**src/rtl/adc_ckctl_pkg.sv**
```systemverilog
package adc_ckctl_pkg;

  localparam int REG_W    = 8;
  localparam int DIV_W    = 2;
  localparam int CNT_W    = (1 << DIV_W) - 1;

  // register bit positions
  localparam int B_LOWPWR = 7;
  localparam int B_DIVHI  = 6;
  localparam int B_DIVLO  = 5;
  localparam int B_SRCBUS = 4;
  localparam int B_MODEHI = 3;
  localparam int B_MODELO = 2;
  localparam int B_LSMP   = 1;
  localparam int B_FORCE  = 0;

  typedef enum logic [1:0] {
    MODE_W8_WR  = 2'b00,
    MODE_W10_WR = 2'b01,
    MODE_RSVD   = 2'b10,
    MODE_W10_EX = 2'b11
  } convMode_t;

  typedef struct packed {
    logic srcTick;
    logic divRestart;
    logic wrStart;
    logic trigStart;
  } ctrlStrobe_t;

  function automatic logic busSource(input logic [REG_W-1:0] r);
    return r[B_FORCE] | r[B_SRCBUS];
  endfunction

endpackage

```
**src/rtl/adc_ckctl_sync.sv**
```systemverilog
module adc_ckctl_sync #(
  parameter int STAGES = 2
) (
  input  logic clk,
  input  logic rstN,
  input  logic asyncIn,
  output logic syncOut,
  output logic riseOut
);
  logic [STAGES-1:0] chainQ;
  logic              lastQ;

  generate
    if (STAGES == 1) begin : g_one
      always_ff @(posedge clk or negedge rstN)
        if (!rstN) chainQ <= '0;
        else       chainQ <= asyncIn;
    end else begin : g_many
      always_ff @(posedge clk or negedge rstN)
        if (!rstN) chainQ <= '0;
        else       chainQ <= {chainQ[STAGES-2:0], asyncIn};
    end
  endgenerate

  always_ff @(posedge clk or negedge rstN)
    if (!rstN) lastQ <= 1'b0;
    else       lastQ <= chainQ[STAGES-1];

  assign syncOut = chainQ[STAGES-1];
  assign riseOut = chainQ[STAGES-1] & ~lastQ;
endmodule

```
**src/rtl/adc_ckctl_ctrl.sv**
```systemverilog
module adc_ckctl_ctrl
  import adc_ckctl_pkg::*;
#(
  parameter int SYNC_STAGES = 2
) (
  input  logic             clk,
  input  logic             rstN,
  input  logic             busWe,
  input  logic             busAddr,
  input  logic [REG_W-1:0] busWdata,
  output logic [REG_W-1:0] busRdata,
  input  logic             altClk,
  input  logic             extTrig,
  output logic [REG_W-1:0] cfgQ,
  output ctrlStrobe_t      strobes
);
  logic      cfgWr;
  logic      statusWr;
  logic      altRise;
  logic      trigRise;
  logic      altLevel;
  logic      trigLevel;
  logic      srcNow;
  logic      srcNext;
  convMode_t modeNow;

  assign cfgWr    = busWe & ~busAddr;
  assign statusWr = busWe &  busAddr;

  always_ff @(posedge clk or negedge rstN)
    if (!rstN)      cfgQ <= '0;
    else if (cfgWr) cfgQ <= busWdata;

  assign busRdata = busAddr ? '0 : cfgQ;

  adc_ckctl_sync #(.STAGES(SYNC_STAGES)) altSync_i (
    .clk(clk), .rstN(rstN), .asyncIn(altClk),
    .syncOut(altLevel), .riseOut(altRise)
  );

  adc_ckctl_sync #(.STAGES(SYNC_STAGES)) trigSync_i (
    .clk(clk), .rstN(rstN), .asyncIn(extTrig),
    .syncOut(trigLevel), .riseOut(trigRise)
  );

  assign srcNow  = busSource(cfgQ);
  assign srcNext = busSource(busWdata);
  assign modeNow = convMode_t'(cfgQ[B_MODEHI:B_MODELO]);

  always_comb begin
    strobes            = '0;
    strobes.srcTick    = srcNow ? 1'b1 : altRise;
    strobes.divRestart = cfgWr &&
                         ((busWdata[B_DIVHI:B_DIVLO] != cfgQ[B_DIVHI:B_DIVLO]) ||
                          (srcNext != srcNow));
    strobes.wrStart    = statusWr &&
                         ((modeNow == MODE_W8_WR) || (modeNow == MODE_W10_WR));
    strobes.trigStart  = trigRise && (modeNow == MODE_W10_EX);
  end

  logic unusedLevels;
  assign unusedLevels = altLevel ^ trigLevel;
endmodule

```
**src/rtl/adc_ckctl_dp.sv**
```systemverilog
module adc_ckctl_dp
  import adc_ckctl_pkg::*;
(
  input  logic             clk,
  input  logic             rstN,
  input  logic [DIV_W-1:0] divSel,
  input  logic [1:0]       modeSel,
  input  logic             lowPwrBit,
  input  ctrlStrobe_t      strobes,
  output logic             convClkEn,
  output logic             startPulse,
  output logic             wide10,
  output logic             lowPower
);
  logic [CNT_W-1:0] cntQ;
  logic [CNT_W-1:0] limit;
  logic             atLimit;
  logic             startQ;

  // thermometer limit: N-1 for N = 2**divSel
  always_comb begin
    limit = '0;
    for (int k = 0; k < CNT_W; k++)
      if (k < int'(divSel)) limit[k] = 1'b1;
  end

  assign atLimit = (cntQ == limit);

  always_ff @(posedge clk or negedge rstN)
    if (!rstN)                   cntQ <= '0;
    else if (strobes.divRestart) cntQ <= '0;
    else if (strobes.srcTick)    cntQ <= atLimit ? '0 : cntQ + 1'b1;

  assign convClkEn = strobes.srcTick & atLimit;

  always_ff @(posedge clk or negedge rstN)
    if (!rstN) startQ <= 1'b0;
    else       startQ <= strobes.wrStart | strobes.trigStart;

  assign startPulse = startQ;

  always_comb begin
    unique case (convMode_t'(modeSel))
      MODE_W10_WR, MODE_W10_EX: wide10 = 1'b1;
      default:                  wide10 = 1'b0;
    endcase
  end

  assign lowPower = lowPwrBit;
endmodule

```
**src/rtl/adc_ckctl.sv**
```systemverilog
module adc_ckctl
  import adc_ckctl_pkg::*;
#(
  parameter int SYNC_STAGES = 2
) (
  input  logic       clk,
  input  logic       rstN,
  input  logic       busWe,
  input  logic       busAddr,
  input  logic [7:0] busWdata,
  output logic [7:0] busRdata,
  input  logic       altClk,
  input  logic       extTrig,
  output logic       convClkEn,
  output logic       startPulse,
  output logic       wide10,
  output logic       lowPower
);
  logic [REG_W-1:0] cfgQ;
  ctrlStrobe_t      strobes;
  logic             trigStartTap;

  adc_ckctl_ctrl #(.SYNC_STAGES(SYNC_STAGES)) ctrl_i (
    .clk(clk), .rstN(rstN),
    .busWe(busWe), .busAddr(busAddr), .busWdata(busWdata), .busRdata(busRdata),
    .altClk(altClk), .extTrig(extTrig),
    .cfgQ(cfgQ), .strobes(strobes)
  );

  adc_ckctl_dp dp_i (
    .clk(clk), .rstN(rstN),
    .divSel(cfgQ[B_DIVHI:B_DIVLO]),
    .modeSel(cfgQ[B_MODEHI:B_MODELO]),
    .lowPwrBit(cfgQ[B_LOWPWR]),
    .strobes(strobes),
    .convClkEn(convClkEn), .startPulse(startPulse),
    .wide10(wide10), .lowPower(lowPower)
  );

  assign trigStartTap = strobes.trigStart;
endmodule

```
**config.mk**
```make
export PLATFORM = sky130hd
export DESIGN_NAME = adc_ckctl
export DESIGN_NICKNAME = d
export VERILOG_FILES = /design/src/rtl/adc_ckctl_pkg.sv /design/src/rtl/adc_ckctl_sync.sv /design/src/rtl/adc_ckctl_ctrl.sv /design/src/rtl/adc_ckctl_dp.sv /design/src/rtl/adc_ckctl.sv
export SDC_FILE = /design/constraint.sdc
export NUM_CORES = 1
export LEC_CHECK = 0
export ABC_AREA = 1
export BUFFER_PORTS_ARGS = -buffer_cell sky130_fd_sc_hd__buf_2
export CORE_MARGIN = 3
export CORE_UTILIZATION = 35
export CTS_CLUSTER_DIAMETER = 50
export DETAILED_ROUTE_END_ITERATION = 12
export GPL_TIMING_DRIVEN = 0
export SYNTH_ARGS = -nofsm -noshare
export SYNTH_HDL_FRONTEND = slang
export SYNTH_SLANG_ARGS = --single-unit
```
**constraint.sdc**
```tcl
create_clock -name clk -period 1.2 [get_ports clk]
set_input_delay 0.24 -clock clk [delete_from_list [all_inputs] [get_ports clk]]
set_output_delay 0.24 -clock clk [all_outputs]
set_load 0.01 [all_outputs]
```
-- Word level (Yosys, flattened, before mapping)
Index checks and enable logic that the tools add are counted.
- bits in registers: 18
- bits of input ports: 14
- output and inout port bits: 12
- word-level logic and storage cells: 44
- add/sub/neg operators: 1
- magnitude comparators: 3
- equal/unequal tests: 5
- mux-type cells: 9
- bitwise operators: 11
- reductions and logical operators: 8
- operators by type and width (cell ; number):
    $mux W3 ; 3
    $mux W8 ; 1
    $and A1 B1 Y1 ; 5
    $mux W1 ; 5
    $lt A1 B2 Y1 const A ; 2
    $add A3 B1 Y3 const B ; 1
    $eq A3 B3 Y1 ; 1
    $logic_and A1 B1 Y1 ; 3
    $not A1 Y1 ; 3
    $or A1 B1 Y1 ; 3
    $eq A2 B1 Y1 const B ; 1
    $eq A2 B2 Y1 const B ; 1
    $logic_not A2 Y1 ; 1
    $logic_or A1 B1 Y1 ; 2
    $lt A2 B2 Y1 const A ; 1
    $ne A2 B2 Y1 ; 1
    $reduce_bool A2 Y1 ; 1
    $reduce_or A2 Y1 ; 1
    $ne A1 B1 Y1 ; 1

-- Depth between registers and ports, before layout
- depth after elaboration: 6
- gate-level depth with buffers: 8
- mapped depth without buffers: 8

-- Modules after synthesis
From an unflattened synthesis, not the netlist that was laid out.
- cells, all modules: 115
- area, all modules: 955.9 µm²
- by module, submodules not included (module ; times used ; cells each ; area each (µm²) ; sequential area each (µm²)):
    adc_ckctl_ctrl ; 1 ; 69 ; 519.2 ; 200.2
    adc_ckctl_dp ; 1 ; 36 ; 266.5 ; 100.1
    adc_ckctl_sync ; 2 ; 5 ; 85.1 ; 75.1

-- Worst setup path before layout
No wires, ideal clock.
- path kind: register to output
- start point: reg ctrl_i.cfgQ[0]
- end point: out convClkEn
- arrival time: 0.812 ns
- data required time: 0.960 ns
- setup slack: 0.148 ns
- cell stages (with the launch flop): 7
- path buffers: 0
- path through: dfrtp_1 nor2_1 nand2_1 nand2_1 inv_1 nand3_2 inv_1
- cells in the longest elaborated chain, start to end: 3
- ends and longest elaborated chain (item ; line ; RTL):
    start, declared ; adc_ckctl_ctrl.sv:14 ; output logic [REG_W-1:0] cfgQ,
    start signal, assigned ; adc_ckctl_ctrl.sv:32 ; else if (cfgWr) cfgQ <= busWdata;
    $or A1 B1 Y1 ; adc_ckctl_pkg.sv:32 ; return r[B_FORCE] | r[B_SRCBUS];
    $mux W1 ; adc_ckctl_ctrl.sv:52 ; strobes.srcTick = srcNow ? 1'b1 : altRise;
    $and A1 B1 Y1 ; adc_ckctl_dp.sv:34 ; assign convClkEn = strobes.srcTick & atLimit;
    end, declared ; adc_ckctl.sv:14 ; output logic convClkEn,
No other way between the ends.

-- Final worst setup path
- start point: reg ctrl_i.cfgQ[4]
- end point: out convClkEn
The elaborated chain is that of the path after synthesis.

==> impl_metrics.toml <==
[run_status]
outcome = "complete, but fails checks"
failed_checks = "setup timing"

[detailed_routing]
wl_um = 1730
via_count = 756
antenna_left = 0
drt-initial-drc-count = 11
met3_wirelength_um = 98
wl_met2_um = 862
drt-pass1-iter-count = 4
drt-met1-wl_um = 759
wl_per_cell_um = 9.91
viasPerCell = 4.32
drc = 0
top_layer = "met4"

[synth]
synth-compound-area-share = 0.0656
synthTopCellsByCount = "nand2_1 (34), inv_1 (19), dfrtp_1 (18)"
syn_inst = 110
synth-seq-area-share = 0.514
synth_top_family_by_area = "simple AND/OR/NAND/NOR gates"
synthXorXnorAreaFrac = 0.0200
synth_area_um2 = 877
synth_edf_count = 0
ys_types = 17
ys_warn_count = 0
synth-adder-area-share = 0.0143
synthFlopType = "dfrtp_1"
yosys_register_bits = 18
syn-num-nets = 125
synth_area_leaders = "dfrtp_1 (51%), nand2_1 (15%), inv_1 (8.1%)"
avgSynthCellArea_um2 = 7.97
synth.area.mux_share = 0
post-synth-top-count-cell = "nand2_1"
yosys.area.top_type = "dfrtp_1"
yosys.area_share.simple = 0.268
async_flop_share = 1.00
yosysTopAreaCellShare = 0.514

[floorplan]
die_w_um = 56.1
core_region_area_um2 = 2300
std_cell_rows = 17
io_pins = 26
initial_utilization = 0.382
fp.dieH_um = 56.1
dieArea_um2 = 3140

[timing]
finalWorstSetupSlack_ns = -0.271
timing.fmax_mhz = 680
clock_skew_ns = 0.00637
slew-limit-headroom = 0.740
setup_viol = 8
rsz0062_at_grt = "yes"
report.final.hold_viol_count = 0
slew_violations = 0
tns_ns = -0.784
post-route-period-util = 1.23
min_period_ns = 1.47
tightest_slew_ns = 0.389

[global_routing]
grt_pass1_vias = 683
grtUsageTotal = 0.110
grt_pass1_wl_um = 2820
gr-total-overflow = 0
grt_max_degree = 19
antenna_found_initial = 0

[pwr]
powerDensity_nw_per_um2 = 1460
leakagePower_nw = 0.672
finalPower_w = 0.00173
peakVddDrop_uv = 892

[clock_tree]
clock-sinks = 18
clock_path_buffers = 2
clk_pin_slew_ns = 0.10
clock_latency_ns = 0.29
cts_tree = "done"
cts_made_buffers = 3
htreeDepth = 1
root_buffer = "clkbuf_4"

[critical_path]
worst_setup_path_end_kind = "output pin"
cp_top_family = "flip-flops"
crit_arrival_ns = 1.23
cpPeakStageDelay_ns = 0.43
cp_num_buf_inv = 3
required_ns = 0.96
worstRegToRegCells = 10
startpoint_type = "flop"
crit_chain = "nor2_4 > nand2_2 > nand2_1 > inv_1 > nand3_2 > inv_2 > buf_6"
path_class = "flop to output pin"
critPathSlowestCell = "dfrtp_1"
crit_cells = 7
crit_fanout = 2

[cells_and_area]
nFillCells = 235
areaGrowthSynthToFinish_pct = 35.1
regArea_um2 = 450
postLayoutCoreUtil = 0.516
layout-drive-gt1-share = 0.354
multi_input_area_um2 = 345
final_net_count = 163
antenna-diode-count = 0

[job]
cap_violations = 0

[min_path]
min_path_type = "input port to flop"
min_path_cells = 1

[placed_design]
port-buffer-count = 24
place_ws_ns = -0.122
gp_routability_congestion = 0.688
dp_hpwl_um = 1310
## power by group
part | internal [W] | total [W] | switching (W) | leakage (nW)
Clock | 0.000185 | 0.000364 | 0.000180 | 0.0210
Combinational | 0.000279 | 0.000582 | 0.000303 | 0.431
Sequential | 0.000703 | 0.000787 | 0.0000840 | 0.219
## final cells by class
cell class / instances / area share
repair buffers: 33 / 0.181
plain buffers: 3 / 0.0211
flip-flops and latches: 18 / 0.380
well taps: 28 / 0.0296
inverters: 21 / 0.0665
multi-input cells: 68 / 0.291
clock buffers: 4 / 0.0306
## layout by cell type (no fill, tap or decap), types with 2 or more instances in the layout
cell type  instances
nand2_1           33
buf_4              6
xor2_1             2
clkbuf_4           3
inv_2              5
nor2_1            10
buf_6              5
o21ai_0           10
inv_1             16
clkbuf_8           2
dfrtp_1           18
buf_2             22
nor2_4             2
nor2_2             2
nand2_2            3
## logic make-up after synthesis
kind of cell / after synthesis
fa+ha+maj: 1
compound gates: 11
simple gates: 54
xor+xnor: 2
buf+inv: 24
flops: 18
## per-layer routing
layer,global-route usage,up-vias
met5,0,-
met4,0.0203,0
met3,0.0232,2
met2,0.209,20
met1,0.127,337
li1,-,397
## worst paths after layout
kind | from | end | slack [ns]
max | ctrl_i.cfgQ[4] | convClkEn | -0.27
min in group asynchronous | rstN | ctrl_i.cfgQ[7] | 0.39
min reg2reg | ctrl_i.trigSync_i.chainQ[0] | ctrl_i.trigSync_i.chainQ[1] | 0.36
max reg2reg | ctrl_i.cfgQ[6] | dp_i.cntQ[1] | -0.07
max in group asynchronous | rstN | dp_i.cntQ[2] | 0.53
min | extTrig | ctrl_i.trigSync_i.chainQ[0] | 0.05
## flip-flops by register name (all words and copies together) (netlist names)
signal and count:
ctrl_i.altSync_i.chainQ 2, ctrl_i.altSync_i.lastQ 1, ctrl_i.cfgQ 8, ctrl_i.trigSync_i.chainQ 2
ctrl_i.trigSync_i.lastQ 1, dp_i.cntQ 3, dp_i.startPulse 1
## through the flow
step	cell area, um^2	hold slack [ns]	cells
global route	1180	0.0287	175
floorplan	877	-0.0556	110
detailed placement	1030	0.185	162
global placement	1030	0.185	162
finish	1180	0.0530	175
CTS	1120	0.0477	172
## worst reg2reg max path, stage by stage, from the launching register on
cell and delay, ns:
dfrtp_1 0.43, inv_2 0.07, buf_6 0.12, buf_6 0.11, nand2_2 0.04, nand2_1 0.05
nor2_1 0.08, nand2_1 0.06, nand2_1 0.07, nand2_2 0.07, nor2_2 0.10
## timing repair
item / in CTS / in global routing
pin swaps: 2 / 5
gates resized for setup: 4 / 12
buffers inserted: 5 / 4
setup endpoints to repair: 4 / 12
hold endpoints to repair: 18 / 0
hold buffers: 1 / 0
(Power assumes the default switching activity.)
